### src/rtl/irq_svc_pkg.sv
package irq_svc_pkg;
  localparam int MODE_W      = 3;
  localparam int MODE_SHIFT  = 8;
  localparam int MSG_MODE_W  = MODE_SHIFT + MODE_W;

  function automatic logic [MSG_MODE_W-1:0] place_mode(input logic [MODE_W-1:0] m);
    place_mode = {m, {MODE_SHIFT{1'b0}}};
  endfunction
endpackage

### src/rtl/irq_low_pick.sv
module irq_low_pick #(
  parameter int N = 4
) (
  input  logic [N-1:0] req,
  output logic [N-1:0] grant
);
  always_comb grant = req & (~req + N'(1));
endmodule

### src/rtl/irq_hold_timer.sv
module irq_hold_timer #(
  parameter int HOLD_CYCLES = 500000
) (
  input  logic clk,
  input  logic rst_n,
  input  logic trigger,
  output logic expire
);
  localparam int CW = $clog2(HOLD_CYCLES + 1);

  logic          active_q, active_d;
  logic [CW-1:0] cnt_q, cnt_d;

  assign expire = active_q && (cnt_q == '0);

  always_comb begin
    active_d = active_q;
    cnt_d    = cnt_q;
    if (expire) begin
      active_d = trigger;
      cnt_d    = CW'(HOLD_CYCLES - 1);
    end else if (active_q) begin
      cnt_d = cnt_q - CW'(1);
    end else if (trigger) begin
      active_d = 1'b1;
      cnt_d    = CW'(HOLD_CYCLES - 1);
    end
  end

  always_ff @(posedge clk or negedge rst_n) begin
    if (!rst_n) begin
      active_q <= 1'b0;
      cnt_q    <= '0;
    end else begin
      active_q <= active_d;
      cnt_q    <= cnt_d;
    end
  end

  // a running window keeps counting down when another storm arrives
  assert_no_restart_R10: assert property (@(posedge clk) disable iff (!rst_n)
    (active_q && trigger && cnt_q != '0) |=> (cnt_q == $past(cnt_q) - CW'(1)));
endmodule

### src/rtl/irq_pin_slot.sv
module irq_pin_slot #(
  parameter int VEC_W       = 8,
  parameter int STORM_LIMIT = 10000
) (
  input  logic             clk,
  input  logic             rst_n,
  input  logic             upd,
  input  logic             upd_level,
  input  logic             ent_mask,
  input  logic             ent_level,
  input  logic [VEC_W-1:0] ent_vector,
  input  logic             eoi_valid,
  input  logic [VEC_W-1:0] eoi_vector,
  input  logic             eoi_clears,
  input  logic             grant,
  input  logic             accept,
  input  logic             inject,
  output logic             want,
  output logic             eligible,
  output logic             rirr,
  output logic             coalesced,
  output logic             storm
);
  localparam int CNT_W = $clog2(STORM_LIMIT + 1);

  logic             irr_q, irr_d;
  logic             rirr_q, rirr_d;
  logic             want_q, want_d;
  logic             park_q, park_d;
  logic [CNT_W-1:0] cnt_q, cnt_d;
  logic             rise, eoi_hit, redo;

  assign rise      = upd && upd_level && !irr_q;
  assign coalesced = upd && upd_level && irr_q;
  assign eoi_hit   = eoi_valid && eoi_clears && ent_level && (eoi_vector == ent_vector);
  assign redo      = eoi_hit && !ent_mask && irr_q;
  assign storm     = redo && (cnt_q == CNT_W'(STORM_LIMIT - 1));
  assign eligible  = !ent_mask && !(ent_level && (rirr_q || park_q));
  assign want      = want_q;
  assign rirr      = rirr_q;

  always_comb begin
    irr_d = upd ? upd_level : irr_q;

    cnt_d = cnt_q;
    if (eoi_hit) begin
      if (!redo || storm) cnt_d = '0;
      else                cnt_d = cnt_q + CNT_W'(1);
    end

    park_d = storm ? 1'b1 : (inject ? 1'b0 : park_q);

    rirr_d = rirr_q;
    if (eoi_hit) rirr_d = 1'b0;
    if (grant && eligible && ent_level && accept) rirr_d = 1'b1;
    if (!ent_level) rirr_d = 1'b0;

    want_d = grant ? 1'b0 : want_q;
    if (rise || (redo && !storm) || (inject && ent_level && irr_q && !rirr_q))
      want_d = 1'b1;
  end

  always_ff @(posedge clk or negedge rst_n) begin
    if (!rst_n) begin
      irr_q  <= 1'b0;
      rirr_q <= 1'b0;
      want_q <= 1'b0;
      park_q <= 1'b0;
      cnt_q  <= '0;
    end else begin
      irr_q  <= irr_d;
      rirr_q <= rirr_d;
      want_q <= want_d;
      park_q <= park_d;
      cnt_q  <= cnt_d;
    end
  end

  // an edge-type entry leaves the acknowledge bit clear
  assert_edge_no_rirr_R2: assert property (@(posedge clk) disable iff (!rst_n)
    !ent_level |=> !rirr_q);
  // the acknowledge bit only rises after an accepted level delivery
  assert_rirr_needs_accept_R4: assert property (@(posedge clk) disable iff (!rst_n)
    $rose(rirr_q) |-> $past(grant && accept && ent_level));
  // the successive count never reaches the limit
  assert_count_bound_R8: assert property (@(posedge clk) disable iff (!rst_n)
    cnt_q < CNT_W'(STORM_LIMIT));
endmodule

### src/rtl/irq_pin_service.sv
module irq_pin_service
  import irq_svc_pkg::*;
#(
  parameter int NPINS       = 4,
  parameter int VEC_W       = 8,
  parameter int DEST_W      = 8,
  parameter int STORM_LIMIT = 10000,
  parameter int HOLD_CYCLES = 500000,
  localparam int PIN_W      = $clog2(NPINS)
) (
  input  logic                    clk,
  input  logic                    rst_n,
  input  logic                    req_valid,
  input  logic [PIN_W-1:0]        req_pin,
  input  logic                    req_level,
  input  logic [NPINS-1:0]        ent_mask,
  input  logic [NPINS-1:0]        ent_level,
  input  logic [NPINS*VEC_W-1:0]  ent_vector,
  input  logic [NPINS*DEST_W-1:0] ent_dest,
  input  logic [NPINS-1:0]        ent_dest_logical,
  input  logic [NPINS*MODE_W-1:0] ent_dlv_mode,
  input  logic                    eoi_valid,
  input  logic [VEC_W-1:0]        eoi_vector,
  input  logic                    eoi_level,
  input  logic                    eoi_directed,
  input  logic                    dlv_accept,
  output logic                    msg_valid,
  output logic [VEC_W-1:0]        msg_vector,
  output logic [DEST_W-1:0]       msg_dest,
  output logic                    msg_dest_logical,
  output logic                    msg_level,
  output logic [MSG_MODE_W-1:0]   msg_mode,
  output logic [NPINS-1:0]        remote_irr,
  output logic                    req_coalesced
);
  logic [NPINS-1:0] want, grant, eligible, coal, storm;
  logic             inject;
  logic [MODE_W-1:0] sel_mode;

  for (genvar i = 0; i < NPINS; i++) begin : g_pin
    irq_pin_slot #(.VEC_W(VEC_W), .STORM_LIMIT(STORM_LIMIT)) u_slot (
      .clk        (clk),
      .rst_n      (rst_n),
      .upd        (req_valid && (req_pin == PIN_W'(i))),
      .upd_level  (req_level),
      .ent_mask   (ent_mask[i]),
      .ent_level  (ent_level[i]),
      .ent_vector (ent_vector[i*VEC_W +: VEC_W]),
      .eoi_valid  (eoi_valid),
      .eoi_vector (eoi_vector),
      .eoi_clears (eoi_level && !eoi_directed),
      .grant      (grant[i]),
      .accept     (dlv_accept),
      .inject     (inject),
      .want       (want[i]),
      .eligible   (eligible[i]),
      .rirr       (remote_irr[i]),
      .coalesced  (coal[i]),
      .storm      (storm[i])
    );
  end

  irq_low_pick #(.N(NPINS)) u_pick (.req(want), .grant(grant));

  irq_hold_timer #(.HOLD_CYCLES(HOLD_CYCLES)) u_hold (
    .clk(clk), .rst_n(rst_n), .trigger(|storm), .expire(inject)
  );

  assign req_coalesced = |coal;
  assign msg_valid     = |(grant & eligible);

  always_comb begin
    msg_vector       = '0;
    msg_dest         = '0;
    msg_dest_logical = 1'b0;
    msg_level        = 1'b0;
    sel_mode         = '0;
    for (int i = 0; i < NPINS; i++) begin
      if (grant[i]) begin
        msg_vector       = msg_vector | ent_vector[i*VEC_W +: VEC_W];
        msg_dest         = msg_dest | ent_dest[i*DEST_W +: DEST_W];
        msg_dest_logical = msg_dest_logical | ent_dest_logical[i];
        msg_level        = msg_level | ent_level[i];
        sel_mode         = sel_mode | ent_dlv_mode[i*MODE_W +: MODE_W];
      end
    end
    msg_mode = msg_valid ? place_mode(sel_mode) : '0;
  end

  // one pin wins per cycle
  assert_one_grant_R11: assert property (@(posedge clk) disable iff (!rst_n)
    $onehot0(grant));
  // a produced message never belongs to a masked pin
  assert_masked_silent_R3: assert property (@(posedge clk) disable iff (!rst_n)
    msg_valid |-> ((grant & ent_mask) == '0));
endmodule

### config.mk
export PLATFORM = sky130hd
export DESIGN_NAME = irq_pin_service
export DESIGN_NICKNAME = d
export VERILOG_FILES = /design/src/rtl/irq_svc_pkg.sv /design/src/rtl/irq_low_pick.sv /design/src/rtl/irq_hold_timer.sv /design/src/rtl/irq_pin_slot.sv /design/src/rtl/irq_pin_service.sv
export SDC_FILE = /design/constraint.sdc
export NUM_CORES = 1
export LEC_CHECK = 0
export BUFFER_PORTS_ARGS = -buffer_cell sky130_fd_sc_hd__buf_2
export CORE_AREA = 3 3 88 153
export CTS_BUF_LIST = sky130_fd_sc_hd__clkbuf_16
export DETAILED_ROUTE_END_ITERATION = 6
export DIE_AREA = 0 0 91 156
export HOLD_SLACK_MARGIN = 0.05
export PLACE_DENSITY = 0.75
export SLEW_MARGIN = 5
export SYNTH_ARGS = -nofsm -noshare
export SYNTH_HDL_FRONTEND = slang
export SYNTH_SLANG_ARGS = --single-unit
### constraint.sdc
create_clock -name clk -period 3.04 [get_ports clk]
set_input_delay 0.608 -clock clk [delete_from_list [all_inputs] [get_ports clk]]
set_output_delay 0.608 -clock clk [all_outputs]
set_load 0.02 [all_outputs]
==> results.md, run 1 <==
* Status: completed
* Finished Core Util at between 50% and 60%
* Worst VDD drop at around 350 µV
* Vias per cell at ~6.1
* Hold_buf cts at 0
* Largest net degree at the start of global routing at 51
* Post-synthesis register bit count at 92
* PostCTS Resize Cnt at 0
* H-tree depth at 3
* Worst Path Required at around 2400 ps
* Die W at roughly 91 µm
* Routed len/inst at approximately 18 µm
* Min Clock Period, post-route at about 2700 ps
* PortBufs at around 130
* P&R area growth vs syn at 18.8%
* Fraction of registers with async set or reset after synthesis at 100%
* Worst-path cell chain: buf_4 -> nor4b_2 -> nand2_1 -> nor2_1 -> nor3_1 -> buf_4 -> a21oi_1 -> buf_2
* Post-CTS Repair Setup Buffers at 0
* Setup crit end kind: output pin
* Vias in the first global route at roughly 6200
* Total Routing Usage GR at about a quarter
* RSZ-0062 raised after global routing: no
* CTS tree: built
* Root Driver: clkbuf_16
* Number of synthesized flops with an enable pin at 0
* Total placed cells including tap cells at 1000
* GPL Wtd Cong at 0.960
* Place WS at around 300 ps
* Pwr dens at roughly 440 nW/µm²
* Ant diodes at 0
* Initial antenna violation count at 0
* Fraction of layout cells with a size suffix above 1 at between 20% and 30%
* Fin Setup TNS at 0 ps
* Total gr overflow at 0
* Setup WS post-layout at 330 ps
* Setup crit start kind: register
* Max-cap violations at 0
* Synthesized instance count at about 730
* Clock buffer count from CTS at 9
* Peak Freq at 0.369 GHz
* Vias at 6245
* Hold crit path type: input port to async pin
* Starting Density at between 40% and 50%
* Static leakage at 3.14 nW
* Die ar. at approximately 14000 µm²
* Site Rows at 54
* Most used cell, CP: buf_4
* Final period util at roughly 89%
* DRT antenna net count at 0
* # nets final at ~950
* Routed WL at roughly 18000 µm
* Seq/Total Area, Yosys at 37.3%
* Longest Clk Path Bufs at 2
* Synthesized area at between 6000 and 7000 µm²
* Wire length of the first global-routing pass at between 30000 and 40000 µm
* Ys Warns at 0
* Num ports at about 140
* DRT Pass-1 Iters at 5
* Max-slew violations at 0
* Maximum fanout along the worst path at 13
* Cell Count, Final, Fillers Out at 1016
* Final Hold Viols at 0
* Die Y at 156 µm
* Final setup viols at 0
* DP Wirelength at about 14000 µm
* Mean Syn Cell Area at between 8 and 9 µm²
* Critical-path top delay cell: dfrtp_1
* Synth cell types at 61
* Crit Path Class: register to output pin
* # DRC at 0
* Critical Path AT at about 2100 ps
* Later-pin clock latency in the skew report at 350 ps
* Slew margin rel. at roughly 52%
* Worst path max stage delay at about 390 ps
* Worst slew pin tran at ~710 ps
* Core area at 12400 µm²
* Post-synth top flop: dfrtp_1
* DRT iter0 DRCs at approximately 470
* Clk sinks at 92
* Worst-path clk slew at 70 ps
* Worst clock skew at between 10 and 15 ps
layer usage:
| metal | GRT usage (%) | vias up | routed length (µm) |
|---|---|---|---|
| met2 | 46.3 | 232 | 9490 |
| met5 | 0 | - | 0 |
| met4 | 13.9 | 0 | 850 |
| met1 | 29.3 | 3008 | 6860 |
| met3 | 4.25 | 54 | 1030 |
| li1 | - | 2951 | - |
final cells by class:
| cell class | count | area, µm² |
|---|---|---|
| Clock buffer | 9 | 225 |
| Clock inverter | 7 | 123 |
| Fill cell | 1136 | 5100 |
| Inverter | 14 | 52.6 |
| Multi-Input combinational cell | 578 | 3620 |
| Sequential cell | 92 | 2300 |
| Tap cell | 168 | 210 |
| Timing Repair Buffer | 148 | 796 |
sequential cells by signal (all words and copies together) (netlist names):
register and count:
g_pin.u_slot.cnt_q 56, g_pin.u_slot.irr_q 4, g_pin.u_slot.park_q 4, g_pin.u_slot.rirr 4, g_pin.u_slot.want 4, u_hold.active_q 1, u_hold.cnt_q 19
layout by cell type, fill, tap and decap left out, types with 4 or more instances in the layout:
cell	instances
nand4b_1	7
o21ai_0	73
xor2_1	10
nand2_1	79
nand4_1	19
nor2b_1	11
xnor2_1	35
and3_1	14
buf_2	131
a221o_1	18
conb_1	8
inv_1	14
mux2i_1	8
dfrtp_1	92
nor4_1	11
nand2b_1	8
clkbuf_16	9
a22oi_1	6
a21o_1	4
o31ai_1	22
or4_1	14
and4_1	4
o21bai_1	7
ha_1	5
or3_1	16
a32o_1	4
a21oi_1	31
nor3_1	26
nand3_1	36
buf_4	16
a22o_1	9
nor2_1	40
report_power, final:
group / leakage (nW) / internal, mW / switching [mW] / total (mW)
registers: 1.20 / 1.24 / 0.0245 / 1.27
logic: 1.78 / 0.237 / 0.376 / 0.613
clock network: 0.163 / 0.809 / 0.502 / 1.31
total: 3.14 / 2.29 / 0.903 / 3.19
metrics by stage:
| stage | hold slack [ps] | total power, mW | instance area (µm²) |
|---|---|---|---|
| finish | 304 | 3.19 | 7330 |
| detailed placement | 461 | 1.89 | 6980 |
| global route | 354 | 3.32 | 7330 |
| global placement | 461 | 1.88 | 6980 |
| floorplan | 312 | 1.64 | 6200 |
| CTS | 327 | 3.21 | 7330 |
final timing paths:
kind / from / to / slack, ps / cells after the start
min in group clk: g_pin[1].u_slot.park_q$_DFFE_PN0P_ / g_pin[1].u_slot.park_q$_DFFE_PN0P_ / 480 / 1
worst max-delay path: g_pin[1].u_slot.want$_DFFE_PN0P_ / msg_mode[10] / 330 / 8
worst min register to register: g_pin[1].u_slot.park_q$_DFFE_PN0P_ / g_pin[1].u_slot.park_q$_DFFE_PN0P_ / 480 / 1
worst max register to register: g_pin[1].u_slot.cnt_q[4]$_DFFE_PN0P_ / u_hold.cnt_q[12]$_DFFE_PN0P_ / 480 / 6
worst min-delay path: rst_n / g_pin[3].u_slot.cnt_q[9]$_DFFE_PN0P_ / 300 / 1
max in group asynchronous: rst_n / g_pin[2].u_slot.cnt_q[1]$_DFFE_PN0P_ / 2070 / 2
synthesized netlist by cell type (4+ instances only):
cell type | count | area [µm²]
nor2b_1 | 11 | 68.8
nand2_1 | 79 | 297
or3_1 | 16 | 100
dfrtp_1 | 92 | 2300
o31ai_1 | 22 | 165
a32o_1 | 4 | 40.0
o21bai_1 | 7 | 52.6
nand2b_1 | 8 | 50.1
a22oi_1 | 6 | 45.0
nand4_1 | 19 | 119
a21oi_1 | 31 | 155
a221o_1 | 18 | 180
o21ai_0 | 73 | 365
a21o_1 | 4 | 30.0
nand4b_1 | 7 | 61.3
ha_1 | 5 | 62.6
nor2_1 | 40 | 150
nor3_1 | 26 | 130
a22o_1 | 9 | 78.8
clkbuf_1 | 32 | 120
and4_1 | 4 | 35.0
or4_1 | 14 | 105
mux2i_1 | 8 | 80.1
xor2_1 | 10 | 87.6
buf_4 | 12 | 90.1
xnor2_1 | 35 | 307
nand3_1 | 36 | 180
nor4_1 | 11 | 68.8
inv_1 | 14 | 52.6
and2_1 | 4 | 25.0
and3_1 | 14 | 87.6
kinds of logic (layout without fill, tap and decap cells):
group	count (synthesis)	after routing	synth area share [%]
simple gates	307	307	26.8
compound gates	203	203	22.1
flops	92	92	37.3
buf+inv	62	178	4.66
xor+xnor	45	45	6.39
mux	10	10	1.66
fa+ha+maj	5	5	1.01
other cells	1	8	0.0608
worst max-delay path: cells and delay by family, from the launching register on:
family	cells	cell delay [ps]
buffers and inverters	3	570
flip-flops	1	390
AND/OR/NAND/NOR	4	600
AO/OA/AOI/OAI	1	180
Note: power is estimated with default switching activity, not from simulation.
==> run 2: changes to the inputs <==
==> constraint.sdc (replaced) <==
create_clock -name clk -period 2.85 [get_ports clk]
set_input_delay 0.57 -clock clk [delete_from_list [all_inputs] [get_ports clk]]
set_output_delay 0.57 -clock clk [all_outputs]
set_load 0.02 [all_outputs]
==> run 2 against run 1 <==
  * Clock skew rose by 0.88 ps
  * Cell count grew 0.49%
  * Die area stayed put
  * Clock power is 8% lower
  * Core utilization decreased by 0.17 points
  * Hold slack got worse by 120 ps
  * Critical path depth shrank 3
==> results.md, run 2 (synthesis results as in run 1) <==
* Root Driver: clkbuf_16
* CTS tree: built
* Hold_buf cts at 0
* Met3 WL at ~960 µm
* P&R area growth vs syn at 18.4%
* Final Hold Viols at 0
* Core area at roughly 12000 µm²
* Hold slack at about 180 ps
* Worst slew pin tran at 779 ps
* RSZ-0062 raised after global routing: no
* Die ar. at 14200 µm²
* Most frequent cells in the layout: buf_2, dfrtp_1, nand2_1, o21ai_0, nor2_1
* Clock buffer count from CTS at 9
* Max layer used: met4
* R2R Setup Slk at ~290 ps
* Fin Setup TNS at 0 ps
* Worst VDD drop at ~320 µV
* Vias at roughly 6200
* Ant diodes at 0
* DRT antenna net count at 0
* H-tree depth at 3
* Worst Path Required at approximately 2300 ps
* Vias per cell at approximately 6.1
* # DRC at 0
* Max reg flops at 56
* Routed len/inst at 18.0 µm
* Site Rows at between 50 and 60
* Footprint of the multi-input gates at between 3000 and 4000 µm²
* Crit Path Class: register to output pin
* Commonest non-fill, non-tap cell in the layout: buf_2
* Hold crit path type: input port to async pin
* Storage cell area at roughly 2300 µm²
* Starting Density at just under 50%
* Status: completed
* Routed WL at roughly 18000 µm
* Placed cell area at about 7000 µm²
* Fillers at ~1100
* Static leakage at approximately 3.1 nW
* PostCTS Resize Cnt at 0
* PortBufs at approximately 130
* Final period util at ~96%
* Post-CTS Repair Setup Buffers at 0
* Met2 routed wirelength at approximately 9500 µm
* Total gr overflow at 0
* GPL Wtd Cong at between 0.9 and 1
* Max-slew violations at 0
* Slew margin rel. at between 40% and 50%
* Critical Path AT at approximately 2200 ps
* Peak Freq at between 0.3 and 0.4 GHz
* Largest net degree at the start of global routing at 40
* Longest Clk Path Bufs at 2
* Setup crit start kind: register
* Fraction of layout cells with a size suffix above 1 at 21.1%
* Maximum fanout along the worst path at 15
* Vias in the first global route at a little over 6000
* Pwr dens at roughly 440 nW/µm²
* Die Y at about 160 µm
* DRT iter0 DRCs at 404
* Most flop-heavy register: g_pin.u_slot.cnt_q
* Initial antenna violation count at 0
* Max-cap violations at 0
* Total placed cells including tap cells at between 1000 and 1500
* Total Routing Usage GR at between 20% and 30%
* R2R depth at 6
* DRT Pass-1 Iters at 5
* Later-pin clock latency in the skew report at 360 ps
* Worst clock skew at 12.7 ps
* Setup crit end kind: output pin
* Wl on met1 at 7130 µm
* DP Wirelength at 14100 µm
* RR Startpoint: g_pin[2].u_slot.cnt_q[11]$_DFFE_PN0P_
* # nets final at about 960
* Min Clock Period, post-route at approximately 2700 ps
* Clk sinks at between 90 and 100
* Worst-path clk slew at ~80 ps
* R2r endpoint: u_hold.cnt_q[12]$_DFFE_PN0P_
* Finished Cell Area at around 7300 µm²
* Die W at just over 90 µm
* Num ports at roughly 140
* Largest regs: g_pin.u_slot.cnt_q x56, u_hold.cnt_q x19
* Final setup viols at 0
* Cell Count, Final, Fillers Out at between 1000 and 1500
* Wire length of the first global-routing pass at 30400 µm
run 2: cell count changes in the layout (fill, tap and decap cells not counted), sizes merged:
cell,delta
inv,+3
clkinvlp,-1
bufinv,-3
clkinv,+1
buf,+5
run 2: worst max path at each step:
stage / from / to / cells after the start / slack (ps)
after floorplan: g_pin[0].u_slot.want$_DFFE_PN0P_ / msg_mode[10] / 5 / 410
after detailed placement: eoi_vector[7] / g_pin[2].u_slot.cnt_q[10]$_DFFE_PN0P_ / 6 / 180
after global placement: eoi_vector[7] / g_pin[2].u_slot.cnt_q[10]$_DFFE_PN0P_ / 6 / 250
after CTS: g_pin[0].u_slot.want$_DFFE_PN0P_ / msg_mode[10] / 5 / 110
final: g_pin[0].u_slot.want$_DFFE_PN0P_ / msg_mode[10] / 5 / 100
after global routing: g_pin[0].u_slot.want$_DFFE_PN0P_ / msg_mode[10] / 5 / 9
run 2: worst max-delay path: stages, from the launching register on:
cell	delay [ps]
dfrtp_1	460
nor2_1	180
and2_1	560
a222oi_1	190
a21oi_1	220
buf_2	210
run 2: layout make-up:
class	instances	area share, %
clock buffers	9	3.08
clock inverters	7	0.890
inverters	14	0.719
multi-input cells	578	49.5
flip-flops and latches	92	31.5
well taps	168	2.88
repair buffers	153	11.4
run 2: routing by layer:
| metal | vias up | GRT usage (%) |
|---|---|---|
| li1 | 2950 | - |
| met1 | 3024 | 29.2 |
| met2 | 214 | 47.3 |
| met3 | 46 | 4.78 |
| met4 | 0 | 12.9 |
| met5 | - | 0 |
run 2: per-stage QoR:
step | setup WS [ps] | util, % | power [mW]
2_1_floorplan | 415 | - | 1.75
3_3_place_gp | 252 | 56.4 | 2.01
5_1_grt | 9.49 | 58.8 | 3.34
6_report | 101 | 58.8 | 3.21
3_5_place_dp | 177 | 56.4 | 2.03
4_1_cts | 114 | 58.8 | 3.22
run 2: report_power, final:
| group | internal [mW] | total [mW] | switching (mW) |
|---|---|---|---|
| sequential | 1.32 | 1.35 | 0.0271 |
| clock | 0.616 | 1.20 | 0.584 |
| combinational | 0.254 | 0.655 | 0.401 |
| total | 2.19 | 3.21 | 1.01 |
